==> src/rtl/rseq_pkg.sv <==
package rseq_pkg;
   // Direction the sequencer is heading; also the synchronized request it last accepted.
   typedef enum logic {
      DIR_DOWN = 1'b0,
      DIR_UP   = 1'b1
   } dir_e;
endpackage

==> src/rtl/rseq_sync.sv <==
module rseq_sync #(
   parameter int STAGES = 2
) (
   input  logic clk,
   input  logic rst_n,
   input  logic d,
   output logic q
);
   logic [STAGES-1:0] pipe;

   generate
      for (genvar s = 0; s < STAGES; s++) begin : g_stage
         if (s == 0) begin : g_first
            always_ff @(posedge clk or negedge rst_n)
               if (!rst_n) pipe[0] <= 1'b0;
               else        pipe[0] <= d;
         end else begin : g_rest
            always_ff @(posedge clk or negedge rst_n)
               if (!rst_n) pipe[s] <= 1'b0;
               else        pipe[s] <= pipe[s-1];
         end
      end
   endgenerate

   assign q = pipe[STAGES-1];
endmodule

==> src/rtl/rseq_timer.sv <==
module rseq_timer #(
   parameter int FIRST_DLY = 10,
   parameter int STEP_DLY  = 8,
   parameter int CNT_W     = 4
) (
   input  logic clk,
   input  logic rst_n,
   input  logic clr,
   input  logic run,
   input  logic first,
   input  logic tick,
   output logic done
);
   localparam logic [CNT_W-1:0] FIRST_LAST = CNT_W'(FIRST_DLY - 1);
   localparam logic [CNT_W-1:0] STEP_LAST  = CNT_W'(STEP_DLY - 1);

   logic [CNT_W-1:0] cnt_q;
   logic [CNT_W-1:0] last;

   assign last = first ? FIRST_LAST : STEP_LAST;
   assign done = run && tick && (cnt_q == last);

   always_ff @(posedge clk or negedge rst_n) begin
      if (!rst_n)              cnt_q <= '0;
      else if (clr)            cnt_q <= '0;
      else if (run && tick)    cnt_q <= cnt_q + 1'b1;
   end
endmodule

==> src/rtl/rseq_fsm.sv <==
module rseq_fsm
   import rseq_pkg::*;
#(
   parameter int N_FLAGS = 3,
   parameter int LVL_W   = 2
) (
   input  logic             clk,
   input  logic             rst_n,
   input  logic             en_s,
   input  logic             done,
   output logic [LVL_W-1:0] lvl,
   output dir_e             goal,
   output logic             clr,
   output logic             run,
   output logic             first
);
   localparam logic [LVL_W-1:0] TOP = LVL_W'(N_FLAGS);

   logic [LVL_W-1:0] lvl_q;
   dir_e             goal_q;
   logic             first_q;
   logic             chg;
   logic [LVL_W-1:0] target;

   assign chg    = (en_s != goal_q);
   assign target = (goal_q == DIR_UP) ? TOP : '0;
   assign run    = !chg && (lvl_q != target);
   assign clr    = chg || done;

   always_ff @(posedge clk or negedge rst_n) begin
      if (!rst_n) begin
         lvl_q   <= '0;
         goal_q  <= DIR_DOWN;
         first_q <= 1'b1;
      end else if (chg) begin
         goal_q  <= dir_e'(en_s);
         first_q <= 1'b1;
      end else if (done) begin
         first_q <= 1'b0;
         if (goal_q == DIR_UP) lvl_q <= lvl_q + 1'b1;
         else                  lvl_q <= lvl_q - 1'b1;
      end
   end

   assign lvl   = lvl_q;
   assign goal  = goal_q;
   assign first = first_q;
endmodule

==> src/rtl/rseq_outmap.sv <==
module rseq_outmap #(
   parameter int N_FLAGS = 3,
   parameter int LVL_W   = 2
) (
   input  logic [LVL_W-1:0] lvl,
   input  logic             inv,
   output logic [N_FLAGS:1] flag,
   output logic [N_FLAGS:1] flag_pd
);
   generate
      for (genvar i = 1; i <= N_FLAGS; i++) begin : g_flag
         logic released;
         assign released   = (lvl >= LVL_W'(i));
         assign flag[i]    = released ^ inv;
         assign flag_pd[i] = ~(released ^ inv);
      end
   endgenerate
endmodule

==> src/rtl/rail_sequencer.sv <==
module rail_sequencer
   import rseq_pkg::*;
#(
   parameter int N_FLAGS     = 3,
   parameter int FIRST_DLY   = 10,
   parameter int STEP_DLY    = 8,
   parameter int SYNC_STAGES = 2
) (
   input  logic             clk,
   input  logic             rst_n,
   input  logic             tick,
   input  logic             en,
   input  logic             inv,
   output logic [N_FLAGS:1] flag,
   output logic [N_FLAGS:1] flag_pd
);
   localparam int MAX_DLY = (FIRST_DLY > STEP_DLY) ? FIRST_DLY : STEP_DLY;
   localparam int CNT_W   = (MAX_DLY < 2) ? 1 : $clog2(MAX_DLY);
   localparam int LVL_W   = $clog2(N_FLAGS + 1);

   generate
      if (N_FLAGS < 1)     begin : g_bad_n     $error("N_FLAGS must be at least 1"); end
      if (FIRST_DLY < 1)   begin : g_bad_first $error("FIRST_DLY must be at least 1"); end
      if (STEP_DLY < 1)    begin : g_bad_step  $error("STEP_DLY must be at least 1"); end
      if (SYNC_STAGES < 2) begin : g_bad_sync  $error("SYNC_STAGES must be at least 2"); end
   endgenerate

   logic             en_s;
   logic             done;
   logic             clr;
   logic             run;
   logic             first;
   logic [LVL_W-1:0] lvl;
   dir_e             goal_q;

   rseq_sync #(.STAGES(SYNC_STAGES)) u_sync (
      .clk   (clk),
      .rst_n (rst_n),
      .d     (en),
      .q     (en_s)
   );

   rseq_timer #(
      .FIRST_DLY (FIRST_DLY),
      .STEP_DLY  (STEP_DLY),
      .CNT_W     (CNT_W)
   ) u_timer (
      .clk   (clk),
      .rst_n (rst_n),
      .clr   (clr),
      .run   (run),
      .first (first),
      .tick  (tick),
      .done  (done)
   );

   rseq_fsm #(
      .N_FLAGS (N_FLAGS),
      .LVL_W   (LVL_W)
   ) u_fsm (
      .clk   (clk),
      .rst_n (rst_n),
      .en_s  (en_s),
      .done  (done),
      .lvl   (lvl),
      .goal  (goal_q),
      .clr   (clr),
      .run   (run),
      .first (first)
   );

   rseq_outmap #(
      .N_FLAGS (N_FLAGS),
      .LVL_W   (LVL_W)
   ) u_out (
      .lvl     (lvl),
      .inv     (inv),
      .flag    (flag),
      .flag_pd (flag_pd)
   );
endmodule

==> config.mk <==
export PLATFORM = sky130hd
export DESIGN_NAME = rail_sequencer
export DESIGN_NICKNAME = d
export VERILOG_FILES = /design/src/rtl/rseq_pkg.sv /design/src/rtl/rseq_sync.sv /design/src/rtl/rseq_timer.sv /design/src/rtl/rseq_fsm.sv /design/src/rtl/rseq_outmap.sv /design/src/rtl/rail_sequencer.sv
export SDC_FILE = /design/constraint.sdc
export NUM_CORES = 1
export LEC_CHECK = 0
export BUFFER_PORTS_ARGS = -buffer_cell sky130_fd_sc_hd__buf_2
export CORE_UTILIZATION = 35
export CTS_CLUSTER_DIAMETER = 60
export DETAILED_ROUTE_END_ITERATION = 10
export HOLD_SLACK_MARGIN = 0.02
export PLACE_DENSITY = 0.51
export SLEW_MARGIN = 20
export SYNTH_ARGS = -nofsm -noshare
export SYNTH_HDL_FRONTEND = slang
export SYNTH_SLANG_ARGS = --single-unit
==> constraint.sdc <==
create_clock -name clk -period 5.9 [get_ports clk]
set_clock_uncertainty 0.2 [all_clocks]
set_input_delay 0.885 -clock clk [delete_from_list [all_inputs] [get_ports clk]]
set_output_delay 0.885 -clock clk [all_outputs]
set_load 0.005 [all_outputs]
==> metrics.txt <==
outcome finished clean; clock sink total 10; Routed Antenna Nets 0; post-synthesis average cell area 10.84 sq um; leading cell type by number of instances after synthesis sky130_fd_sc_hd__dfrtp_1; worst path required time between 4 and 5 ns; number of synthesized flops with an enable pin 0; number of fill cells in the layout 173; number of hold-slack violations in the final timing report 0; TritonCTS Buffers 3; via total after detailed routing 446; maximum number of pins on one net before global-route repair 11; quantity of gates resized following cts 0; top fanout value on the critical path 3; standard cell core area 1727 sq um; Layout Utilization 0.4304; combined area of the multi-input logic cells 361.6 sq um; leakage approximately 0.36 nW; share of synthesized flip-flops with an asynchronous set or reset 1.000; layout overhead on the synthesized area 16.24%; relative slew slack 0.6716; type of the tightest min-delay check flip-flop to flip-flop; total iterations of the first detailed-routing run 4; final count of negative-setup-slack endpoints 0; antenna cells 0; post-synthesis cell count 59; area share of the leading cell type in the synthesized netlist 0.3523; initial core utilization 0.3703; overall die width approximately 45 um; number of antenna violations at the first check in global routing 0; count of distinct cell types in the synthesized netlist 29; minimum setup slack in the final design 3.440 ns; hold-fix buffers at CTS 0; Worst Setup Start Kind primary input; # nets final 84; Worst Setup End Kind primary output; fmax 406.5 MHz; reported max-cap violation count 0; drt drc 0; first element of the critical path inv; final hold slack 0.1490 ns; first-iteration detailed-routing DRC count 8; CTS tree yes; top cells by instance count after synthesis 9 x sky130_fd_sc_hd__dfrtp_1, 6 x sky130_fd_sc_hd__ha_1, 6 x sky130_fd_sc_hd__inv_1; portion of the post-synthesis area used by sequential elements 0.3933; count of state elements after synthesis 10; number of placement rows 15; maximum number of buffers from clock root to sink 2; count of warnings emitted by yosys 0; Final Critical Period 2.460 ns; wire length per cell 10.27 um; average vias per placed instance 4.598; number of max-slew violations in the final report 0; setup fix buffers added after clock tree synthesis 0; clock latency on the worst-skew pair 0.25 ns; total overflow reported by the global router 0; die area 2002 sq um; Primary FF master, synth sky130_fd_sc_hd__dfrtp_1; Cell Area, Synth 639.4 sq um; total power ~150 uW; peak supply drop 0.1851 mV; storage element area 251.5 sq um; Place WS ~3.4 ns; all-layer global routing usage 0.1242; Min-Delay Startpoint u_sync.pipe[0]; largest area contributor in the netlist sky130_fd_sc_hd__dfrtp_1; setup repair after global routing missed its margin no; R2R Path Start u_fsm.goal; Worst-path clk slew 0.06 ns; period utilization 0.4169; root buffer cell sky130_fd_sc_hd__clkbuf_4; share of final-layout standard cells stronger than drive strength 1 0.2917; synthesized netlist net count 70; Worst EP arrival 1.37 ns; Final Routed Wirelength around 1000 um; top-level port count 11; count of H-tree levels built during CTS 1; half-perimeter wire length after placement 804.8 um; floorplan die height 44.74 um; final total negative setup slack 0 ns; worst slew pin tran 0.4891 ns; gpl congestion between 0.7 and 0.8; leading cell types by total area after synthesis sky130_fd_sc_hd__dfrtp_1 35%, sky130_fd_sc_hd__ha_1 12%, sky130_fd_sc_hd__mux2i_1 4.7%; Pwr per Cell Area around 200 nW/um^2; first-pass GRT wire length 1738 um; type of the worst setup path primary input to primary output; IO Port Bufs 10; number of global-route vias before repair 402
==> metrics by stage <==
step | std cells | instance area (sq um)
after floorplan | 59 | 639.4
after global placement | 93 | 716.9
after detailed placement | 93 | 716.9
after CTS | 97 | 743.2
after global routing | 97 | 743.2
final | 97 | 743.2
==> layout make-up <==
cell class	count	area share
multi-input cells	42	0.4865
flip-flops and latches	10	0.3384
repair buffers	10	0.06734
well taps	25	0.04209
clock buffers	4	0.03535
inverters	6	0.03030
==> registers in the layout, summed over array words and instances (netlist names) <==
signal / cells
u_sync.pipe: 1
u_sync.q: 1
u_fsm.goal: 1
u_timer.cnt_q: 4
u_fsm.lvl: 2
u_fsm.first: 1
==> where the power goes <==
part	internal, mW	total, mW	switching [mW]
Sequential	0.0733	0.0804	0.00708
Combinational	0.0130	0.0252	0.0122
Clock	0.0259	0.0456	0.0196
==> routing by layer <==
layer  part of all wire  global-route usage  vias to the layer above
met5                  0                   0                        -
met4                  0             0.01818                        0
met3              0.044             0.07200                        0
li1                   -                   -                      237
met1               0.53              0.1650                      199
met2               0.43              0.1794                       10
==> worst max-delay path, cell delays in order <==
cell and delay, ns:
sky130_fd_sc_hd__buf_2 0.12, sky130_fd_sc_hd__xnor2_1 0.19, sky130_fd_sc_hd__inv_1 0.05, sky130_fd_sc_hd__buf_2 0.12
==> cells in the final DEF, fill, tap and decap left out, types with 3 or more instances in the layout <==
cell type,Yosys,final
sky130_fd_sc_hd__nand2_1,3,3
sky130_fd_sc_hd__inv_1,6,6
sky130_fd_sc_hd__dfrtp_1,9,9
sky130_fd_sc_hd__clkbuf_4,0,3
sky130_fd_sc_hd__xnor2_1,3,3
sky130_fd_sc_hd__mux2i_1,3,3
sky130_fd_sc_hd__ha_1,6,6
sky130_fd_sc_hd__buf_2,0,10
==> kinds of logic after synthesis <==
group / count (synthesis) / synth area share
multiplexers: 3 / 0.04697
adder cells (fa/ha/maj): 6 / 0.1174
flip-flops: 10 / 0.3934
AND/OR/NAND/NOR: 18 / 0.1977
AO/OA/AOI/OAI: 10 / 0.1350
buffers and inverters: 7 / 0.04109
XOR/XNOR: 5 / 0.06851
==> final timing paths <==
kind	to	slack, ns	cells after the start
setup reg to reg	u_fsm.first	3.87	6
min in group asynchronous	u_sync.q	0.28	1
hold reg to reg	u_sync.q	0.15	0
max in group asynchronous	u_fsm.first	4.97	1
setup / recovery	flag_pd[2]	3.44	4
hold / removal	u_sync.q	0.15	0
(Power assumes the default switching activity.)
